## config.mk

```make
export PLATFORM = sky130hd
export DESIGN_NAME = atn_frame_tx
export DESIGN_NICKNAME = d
export VERILOG_FILES = /design/src/rtl/atx_pkg.sv /design/src/rtl/atx_frame_buf.sv /design/src/rtl/atx_timer.sv /design/src/rtl/atx_count.sv /design/src/rtl/atn_frame_tx.sv
export SDC_FILE = /design/constraint.sdc
export NUM_CORES = 1
export LEC_CHECK = 0
export CAP_MARGIN = 20
export CORE_ASPECT_RATIO = 1.2
export CORE_MARGIN = 10
export CORE_UTILIZATION = 50
export CTS_CLUSTER_SIZE = 20
export DETAILED_ROUTE_END_ITERATION = 7
export PLACE_DENSITY_LB_ADDON = 0.25
export SETUP_SLACK_MARGIN = 0.05
export SLEW_MARGIN = 20
export SYNTH_ARGS = -nofsm -noshare
export SYNTH_HDL_FRONTEND = slang
export SYNTH_SLANG_ARGS = --single-unit
```

## constraint.sdc

```tcl
create_clock -name clk -period 7.7 [get_ports clk]
set_input_delay 1.155 -clock clk [delete_from_list [all_inputs] [get_ports clk]]
set_output_delay 1.155 -clock clk [all_outputs]
set_load 0.02 [all_outputs]
```

## src/rtl/atx_pkg.sv

```systemverilog
package atx_pkg;
    typedef enum logic [2:0] {
        ST_IDLE,
        ST_GUARD,
        ST_WRITE,
        ST_WAIT_EMPTY,
        ST_SENT
    } atx_state_e;
endpackage

```

## src/rtl/atx_frame_buf.sv

```systemverilog
module atx_frame_buf #(
    parameter int MAX_PAYLOAD = 16,
    parameter int LEN_W       = 5,
    parameter int IDX_W       = 5
) (
    input  logic                     clk,
    input  logic                     rst_n,
    input  logic                     load_i,
    input  logic [7:0]               dest_i,
    input  logic [LEN_W-1:0]         len_i,
    input  logic [8*MAX_PAYLOAD-1:0] pay_i,
    input  logic [7:0]               crc_i,
    input  logic [IDX_W-1:0]         idx_i,
    output logic [7:0]               byte_o,
    output logic                     last_o
);
    logic [7:0]       dest_q;
    logic [7:0]       crc_q;
    logic [LEN_W-1:0] len_q;
    logic [LEN_W-1:0] len_clip;
    logic [7:0]       pay_q [MAX_PAYLOAD];
    logic [IDX_W-1:0] pidx;
    logic [IDX_W-1:0] last_idx;
    logic [7:0]       pay_byte;

    // over-long requests are cut to the buffer size
    assign len_clip = (len_i > LEN_W'(MAX_PAYLOAD)) ? LEN_W'(MAX_PAYLOAD) : len_i;

    always_ff @(posedge clk or negedge rst_n) begin
        if (!rst_n) begin
            dest_q <= '0;
            crc_q  <= '0;
            len_q  <= '0;
        end else if (load_i) begin
            dest_q <= dest_i;
            crc_q  <= crc_i;
            len_q  <= len_clip;
        end
    end

    for (genvar g = 0; g < MAX_PAYLOAD; g++) begin : g_pay
        always_ff @(posedge clk or negedge rst_n) begin
            if (!rst_n) begin
                pay_q[g] <= '0;
            end else if (load_i) begin
                pay_q[g] <= pay_i[8*g +: 8];
            end
        end
    end

    assign pidx     = idx_i - IDX_W'(2);
    assign last_idx = IDX_W'(len_q) + IDX_W'(2);

    always_comb begin
        pay_byte = '0;
        for (int k = 0; k < MAX_PAYLOAD; k++) begin
            if (pidx == IDX_W'(k)) begin
                pay_byte = pay_q[k];
            end
        end
    end

    always_comb begin
        if (idx_i == '0) begin
            byte_o = dest_q;
        end else if (idx_i == IDX_W'(1)) begin
            byte_o = 8'(len_q);
        end else if (idx_i == last_idx) begin
            byte_o = crc_q;
        end else begin
            byte_o = pay_byte;
        end
    end

    assign last_o = (idx_i == last_idx);
endmodule

```

## src/rtl/atx_timer.sv

```systemverilog
module atx_timer #(
    parameter int W = 10
) (
    input  logic         clk,
    input  logic         rst_n,
    input  logic         load_i,
    input  logic [W-1:0] val_i,
    output logic         zero_o
);
    logic [W-1:0] cnt_d, cnt_q;

    always_comb begin
        cnt_d = cnt_q;
        if (load_i) begin
            cnt_d = val_i;
        end else if (cnt_q != '0) begin
            cnt_d = cnt_q - W'(1);
        end
    end

    always_ff @(posedge clk or negedge rst_n) begin
        if (!rst_n) cnt_q <= '0;
        else        cnt_q <= cnt_d;
    end

    assign zero_o = (cnt_q == '0);
endmodule

```

## src/rtl/atx_count.sv

```systemverilog
module atx_count #(
    parameter int W = 16
) (
    input  logic         clk,
    input  logic         rst_n,
    input  logic         inc_i,
    output logic [W-1:0] count_o
);
    logic [W-1:0] cnt_d, cnt_q;

    always_comb begin
        cnt_d = cnt_q;
        if (inc_i) cnt_d = cnt_q + W'(1);
    end

    always_ff @(posedge clk or negedge rst_n) begin
        if (!rst_n) cnt_q <= '0;
        else        cnt_q <= cnt_d;
    end

    assign count_o = cnt_q;
endmodule

```

## src/rtl/atn_frame_tx.sv

```systemverilog
module atn_frame_tx
    import atx_pkg::*;
#(
    parameter int CLK_HZ      = 50_000_000,
    parameter int BAUD        = 19200,
    parameter int GUARD_BITS  = 2,
    parameter int RELEASE_NS  = 10_000,
    parameter int MAX_PAYLOAD = 16,
    parameter int CNT_W       = 16,
    localparam int LEN_W      = $clog2(MAX_PAYLOAD + 1)
) (
    input  logic                     clk,
    input  logic                     rst_n,
    input  logic                     req_valid,
    output logic                     req_ready,
    input  logic [7:0]               req_dest,
    input  logic [LEN_W-1:0]         req_len,
    input  logic [8*MAX_PAYLOAD-1:0] req_payload,
    input  logic [7:0]               req_crc,
    input  logic                     attn_in,
    output logic                     attn_oe,
    output logic [7:0]               tx_data,
    output logic                     tx_valid,
    input  logic                     tx_ready,
    input  logic                     tx_done,
    output logic [CNT_W-1:0]         sent_count,
    output logic [CNT_W-1:0]         busy_count
);
    localparam int BIT_CYC     = CLK_HZ / BAUD;
    localparam int GUARD_CYC   = GUARD_BITS * BIT_CYC;
    localparam int RELEASE_CYC = (CLK_HZ / 1000) * RELEASE_NS / 1_000_000;
    localparam int TMAX        = (GUARD_CYC > RELEASE_CYC) ? GUARD_CYC : RELEASE_CYC;
    localparam int TIM_W       = $clog2(TMAX + 1);
    localparam int IDX_W       = $clog2(MAX_PAYLOAD + 3);

    typedef struct packed {
        atx_state_e       st;
        logic [IDX_W-1:0] idx;
        logic             oe;
    } ctl_t;

    ctl_t             ctl_d, ctl_q;
    logic             t_zero, t_load;
    logic [TIM_W-1:0] t_val;
    logic             buf_load, buf_last;
    logic [7:0]       buf_byte;
    logic             sent_inc, busy_inc;
    logic             line_turn;

    // idle with the release hold over: the node may try for the line
    assign line_turn = (ctl_q.st == ST_IDLE) && t_zero && req_valid;

    always_comb begin
        ctl_d     = ctl_q;
        t_load    = 1'b0;
        t_val     = '0;
        buf_load  = 1'b0;
        sent_inc  = 1'b0;
        busy_inc  = 1'b0;
        req_ready = 1'b0;
        unique case (ctl_q.st)
            ST_IDLE: begin
                if (line_turn && attn_in) begin
                    req_ready = 1'b1;
                    buf_load  = 1'b1;
                    t_load    = 1'b1;
                    t_val     = TIM_W'(GUARD_CYC - 1);
                    ctl_d.st  = ST_GUARD;
                    ctl_d.oe  = 1'b1;
                    ctl_d.idx = '0;
                end else if (line_turn) begin
                    busy_inc = 1'b1;
                end
            end
            ST_GUARD: begin
                if (t_zero) ctl_d.st = ST_WRITE;
            end
            ST_WRITE: begin
                if (tx_ready) begin
                    if (buf_last) ctl_d.st = ST_WAIT_EMPTY;
                    else          ctl_d.idx = ctl_q.idx + IDX_W'(1);
                end
            end
            ST_WAIT_EMPTY: begin
                if (tx_done) begin
                    ctl_d.st = ST_SENT;
                    ctl_d.oe = 1'b0;
                    t_load   = 1'b1;
                    t_val    = TIM_W'(RELEASE_CYC - 1);
                end
            end
            ST_SENT: begin
                sent_inc = 1'b1;
                ctl_d.st = ST_IDLE;
            end
            default: begin
                ctl_d.st = ST_IDLE;
                ctl_d.oe = 1'b0;
            end
        endcase
    end

    always_ff @(posedge clk or negedge rst_n) begin
        if (!rst_n) ctl_q <= '{st: ST_IDLE, idx: '0, oe: 1'b0};
        else        ctl_q <= ctl_d;
    end

    atx_frame_buf #(
        .MAX_PAYLOAD(MAX_PAYLOAD), .LEN_W(LEN_W), .IDX_W(IDX_W)
    ) i_buf (
        .clk(clk), .rst_n(rst_n), .load_i(buf_load),
        .dest_i(req_dest), .len_i(req_len), .pay_i(req_payload), .crc_i(req_crc),
        .idx_i(ctl_q.idx), .byte_o(buf_byte), .last_o(buf_last)
    );

    atx_timer #(.W(TIM_W)) i_timer (
        .clk(clk), .rst_n(rst_n), .load_i(t_load), .val_i(t_val), .zero_o(t_zero)
    );

    atx_count #(.W(CNT_W)) i_sent_cnt (
        .clk(clk), .rst_n(rst_n), .inc_i(sent_inc), .count_o(sent_count)
    );

    atx_count #(.W(CNT_W)) i_busy_cnt (
        .clk(clk), .rst_n(rst_n), .inc_i(busy_inc), .count_o(busy_count)
    );

    assign attn_oe  = ctl_q.oe;
    assign tx_valid = (ctl_q.st == ST_WRITE);
    assign tx_data  = buf_byte;
endmodule

```

* Yosys cells after proc, flatten, opt, wreduce, memory -nomap -nowiden
Index checks and enable logic that the tools add are counted.
** Word-level totals
- Logic and storage cells :: 117
- Output and inout bits :: 43
- Bits in registers :: 203
** Cells by class
- Reduce and logical (&&, ||, !) cells :: 14
- Multiplexer cells :: 43
- Magnitude comparators :: 1
- Equal/unequal tests :: 27
- Add/subtract/negate cells :: 6
- Bitwise logic cells :: 1
** Operators by type and width (number)
- 8-bit 2-to-1 mux :: 20
- 5-bit by 4-bit equality test with 1-bit output (second input constant) :: 8
- 13-bit 2-to-1 mux :: 3
- 16-bit by 1-bit adder with 16-bit output (second input constant) :: 2
- 13-bit case mux with 2 select lines :: 1
- 5-bit by 3-bit equality test with 1-bit output (second input constant) :: 4
- 9-bit 2-to-1 mux :: 2
- 13-bit logical NOT :: 1
- 13-bit nonzero test :: 1
- 13-bit by 1-bit subtractor with 13-bit output (second input constant) :: 1
- 3-bit case mux with 4 select lines :: 1
- 5-bit by 1-bit equality test with 1-bit output (second input constant) :: 2
- 5-bit by 2-bit equality test with 1-bit output (second input constant) :: 2
- 5-bit logical NOT :: 2
- 5-bit 2-to-1 mux :: 2
- 5-bit case mux with 2 select lines :: 1
- 3-bit 2-to-1 mux :: 3
- 1-bit 2-to-1 mux :: 8
- 3-bit by 2-bit equality test with 1-bit output (second input constant) :: 2
- 2-bit by 1-bit != test with 1-bit output (second input constant) :: 3
- 2-bit != test (second input constant) :: 3
- 5-bit by 1-bit adder with 5-bit output (second input constant) :: 1
- 5-bit by 2-bit adder with 5-bit output (second input constant) :: 1
- 5-bit equality test :: 1
- 14 further kinds :: 17

* Logic depth before layout (Yosys ltp)
- Word-level depth :: 21
- Depth in mapped cells :: 12

* Modules after synthesis
From an unflattened synthesis, not the netlist that was laid out.
** Second synthesis, totals
- Cells, all modules :: 914
- Area total of the unflattened synthesis :: 10307.4 um2
** By module, submodules not included
- atx_frame_buf :: times used 1, sequential area each 3728.6 um2, area an instance 7574.8 um2, cells an instance 659
- atx_count :: times used 2, sequential area each 400.4 um2, area an instance 695.7 um2, cells an instance 56
- atx_timer :: times used 1, sequential area each 325.3 um2, area an instance 767.0 um2, cells an instance 82
- atn_frame_tx :: times used 1, sequential area each 225.2 um2, area an instance 574.3 um2, cells an instance 61

* Worst setup path before layout
No wires, ideal clock.
- Kind :: flip-flop to output port
- Start :: register ctl_q[2] in the netlist's numbering
- End :: output tx_data[4]
- Cell stages (with the launch flop) :: 11
- Slack :: 3908 ps
- Arrival time :: 2637 ps
- Path buffers :: 1
- Cells stage by stage :: dfrtp_1 -> inv_1 -> ha_1 -> clkbuf_1 -> inv_1 -> mux2_2 -> o22ai_1 -> nand3_1 -> o311ai_0 -> a21oi_1 -> a211oi_1
** Between the ends
- Cells in the longest elaborated chain, start to end :: 21
** RTL lines
- start: declaration :: RTL line atn_frame_tx.sv:42 : ctl_t ctl_d, ctl_q;
- start signal: assignment :: RTL line atn_frame_tx.sv:104 : if (!rst_n) ctl_q <= '{st: ST_IDLE, idx: '0, oe: 1'b0};
- start signal: assignment :: RTL line atn_frame_tx.sv:105 : else ctl_q <= ctl_d;
- 5-bit by 2-bit subtractor with 5-bit output :: RTL line atx_frame_buf.sv:51 : assign pidx = idx_i - IDX_W'(2);
- 5-bit logical NOT :: RTL line atx_frame_buf.sv:57 : if (pidx == IDX_W'(k)) begin
- 8-bit 2-to-1 mux (16 in a row) :: RTL line atx_frame_buf.sv:57
- 8-bit 2-to-1 mux :: RTL line atx_frame_buf.sv:68 : end else if (idx_i == last_idx) begin
- 8-bit 2-to-1 mux :: RTL line atx_frame_buf.sv:66 : end else if (idx_i == IDX_W'(1)) begin
- 8-bit 2-to-1 mux (*) :: RTL line atx_frame_buf.sv:64 : if (idx_i == '0) begin
- end: declaration :: RTL line atn_frame_tx.sv:22 : output logic [7:0] tx_data,
Mark *: on every way between the ends. The rest lies on a longest branch, timed or not.

* Worst setup path in the final report
- Start :: register ctl_q[2] in the netlist's numbering
- End :: output tx_data[3]
The elaborated chain is that of the path after synthesis.

==> out/qor.yml <==
grt:
  grt_pass1_wl_mm: 52.08
  antenna_found_initial: 1
  grt_max_degree: 92
  grt_pass1_vias: 9310
  grt_usage_pct: 24.73
  grt-ovfl-total: 0
detailed_routing:
  drt_iter0_drc: 592
  ant_nets: 0
  dr.pass1.iters: 7
  viasPerCell: 5.630
  drcViolationCount: 0
  drt_wl_total_mm: 33.30
  wire_per_inst_um: 20.42
  vias: 9183
synthesis:
  ys_warn_count: 0
  synth-simple-area-share_pct: 27.34
  syn_area_um2: 10110
  synthFlopType: "dfrtp_1"
  async_flop_share_pct: 100.0
  yosysSeqAreaShare_pct: 50.27
  ys_top_cells_by_area: "dfrtp_1 50%, nand2_1 19%, xnor2_1 3.5%, clkbuf_1 2.1%, o21ai_0 1.9%"
  syn_nets: 1369
  synth_cell_types: 66
  yosys.area_share.adder_pct: 1.238
  avgSynthCellArea_um2: 8.394
  synth_compound_area_share_pct: 12.27
  synth-edff-count: 0
  synth_top_area_cell: "dfrtp_1"
  yosysTopAreaCellShare_pct: 50.27
  synth_top_family_by_area: "simple AND/OR/NAND/NOR gates"
  synth.most_common_cell: "nand2_1"
  syn_inst: 1204
  synthMuxAreaShare_pct: 0.6438
  ys_ff_latch: 203
  synth_xor_area_share_pct: 4.507
  synth_commonest_cells: "499 x nand2_1, 203 x dfrtp_1, 56 x clkbuf_1"
cts:
  cts_max_level: 1
  ctsResizeCount: 0
  hold_buffers: 0
  path_clk_slew_ps: 60
  cts_setup_buffers: 0
  cts.path.max_buffers: 3
  cts.sinks: 203
  cts_tree: "yes"
  cts.root.buffer_cell: "clkbuf_16"
  cts_inserted_buffers: 21
  clk_latency_ps: 520
sta:
  worst_slack_ps: 1703
  skew_ps: 26.78
  fin_crit_ps: 5997
  setup-tns-final_ps: 0
  period_share_pct: 77.89
  setup_viol: 0
  worst_slew_pin_slew_ps: 1128
  timing.final.hold_violations: 0
  rsz0062_at_grt: "no"
  fmax_ghz: 0.1667
  maxSlewHeadroom_pct: 24.82
  slew_violations: 0
placement:
  hpwlAfterDp_mm: 24.39
  dp_slack_ps: 2443
  port_buffers: 197
  gp_congestion: 1.025
  place_area_um2: 12180
die:
  initial_core_util_pct: 51.33
  ioPinCount: 198
  core_um2: 19690
  rows: 56
  die-height_um: 175.7
  die_w_um: 149.8
  die_area_um2: 26320
finish:
  syn2layout_area_growth_pct: 27.00
  num-nets-final: 1522
  drive_gt1_share_pct: 4.310
  final_area_um2: 12830
  fillers: 1684
worst_hold_path:
  min_from: "i_buf.pay_q[77]"
  hp-class: "flip-flop to flip-flop"
pwr:
  irDropWorstVdd_v: 0.0002742
  power_density_nw_per_um2: 303.3
  p_leak_nw: 6.168
  power.total_mw: 3.893
flow_run:
  maxCapViolCount: 0
worst_setup_path:
  crit_type: "flip-flop to output port"
  critPathLaunchType: "flip-flop"
  critPathSlowestCell: "nor2_1"
  path_max_fanout: 27
  cp_cell_sequence: "inv_1 > ha_1 > buf_4 > nand3_1 > nor2_1 > a21oi_1 > a211o_1 > a221oi_1 > a2bb2oi_1 > clkdlybuf4s50_1"
  r2r-start: "i_timer.cnt_q[0]"
  startpoint: "ctl_q[2]"
  cp-end-kind: "output port"
  max_stage_delay_ps: 770
  cp.arrival_ps: 4840
  worstPathRequired_ps: 6550
run_status:
  status: "finished, final reports clean"
-- cell type report --
class	instances	area [um2]	share of cell area, %
Antenna cell	1	2.502	0.01950
Multi-Input combinational cell	906	4663	36.33
Sequential cell	203	5080	39.58
Inverter	20	75.07	0.5849
Clock inverter	5	32.53	0.2535
Tap cell	261	326.6	2.544
Timing Repair Buffer	205	2036	15.86
Clock buffer	30	619.3	4.826
-- layer usage --
| layer | GRT usage [%] | wire length, um | share of wire, % |
|---|---|---|---|
| met3 | 4.886 | 2320 | 7.0 |
| met4 | 7.745 | 906 | 2.7 |
| met2 | 41.17 | 16370 | 49 |
| met5 | 0 | 0 | 0 |
| met1 | 31.61 | 13700 | 41 |
-- power by group --
part / internal, mW / switching (mW)
combinational: 0.622 / 1.10
clock: 0.557 / 0.419
sequential: 1.12 / 0.0800
total: 2.30 / 1.60
-- state kept, by name, summed over array words and instances (netlist names) --
signal              cells
attn_oe                 1
ctl_q                   8
i_buf.crc_q             8
i_buf.dest_q            8
i_buf.len_q             5
i_buf.pay_q           128
i_busy_cnt.count_o     16
i_sent_cnt.count_o     16
i_timer.cnt_q          13
-- through the flow --
step                      cells  hold WS [ps]  utilization (%)
final                      1631         471.1            65.19
after global routing       1631         494.8            65.19
after CTS                  1630         474.4            65.18
after detailed placement   1595         458.5            61.86
after global placement     1595         451.0            61.86
after floorplan            1204         431.6                -
-- logic make-up after synthesis --
kind of cell               after synthesis
DFF                                    203
xor gates and xnor gates                52
adders and majority gates               10
buffers and inverters                   95
muxes                                    6
and+or+nand+nor                        655
AOI/OAI and AO/OA                      183
-- cell usage in the layout, fill, tap and decap left out, types with 4 or more instances in the layout --
master / netlist / final
nand2_1: 499 / 499
dfrtp_1: 203 / 203
clkdlybuf4s50_1: 0 / 196
nor2_1: 40 / 40
xnor2_1: 40 / 40
o21ai_0: 38 / 38
a21oi_1: 36 / 36
nand3_1: 30 / 29
clkbuf_16: 0 / 21
inv_1: 19 / 19
and3_1: 16 / 16
o22ai_1: 15 / 15
nand4_1: 13 / 13
xor2_1: 12 / 12
nor3_1: 11 / 11
ha_1: 10 / 10
a211oi_1: 9 / 9
o211ai_1: 9 / 9
a221oi_1: 9 / 9
o221ai_1: 8 / 8
buf_4: 0 / 8
a22oi_1: 7 / 7
clkbuf_8: 0 / 7
nand3b_1: 5 / 5
or3_1: 5 / 5
nor2b_1: 5 / 5
nand2b_1: 5 / 5
a31oi_1: 5 / 5
o2bb2ai_1: 5 / 5
o31ai_1: 4 / 4
or2_2: 4 / 4
nor4_1: 4 / 4
mux2_2: 4 / 4
a32oi_1: 4 / 4
-- worst max-delay path, delay by kind of cell (launching register included) --
| kind | cells | cell delay (ps) |
|---|---|---|
| AO/OA/AOI/OAI | 4 | 1180 |
| AND/OR/NAND/NOR | 2 | 1320 |
| flip-flops | 1 | 470 |
| adder cells (fa/ha/maj) | 1 | 170 |
| buffers and inverters | 3 | 1170 |
-- final timing paths --
kind,endpoint,slack (ps),cells after the start
max in group asynchronous,i_buf.pay_q[38],5730,2
hold / removal,i_buf.pay_q[77],470,2
setup reg to reg,i_buf.pay_q[39],3630,9
hold reg to reg,i_buf.pay_q[77],470,2
setup / recovery,tx_data[3],1700,10
min in group asynchronous,i_busy_cnt.count_o[2],610,1
Note: power is estimated with default switching activity, not from simulation.
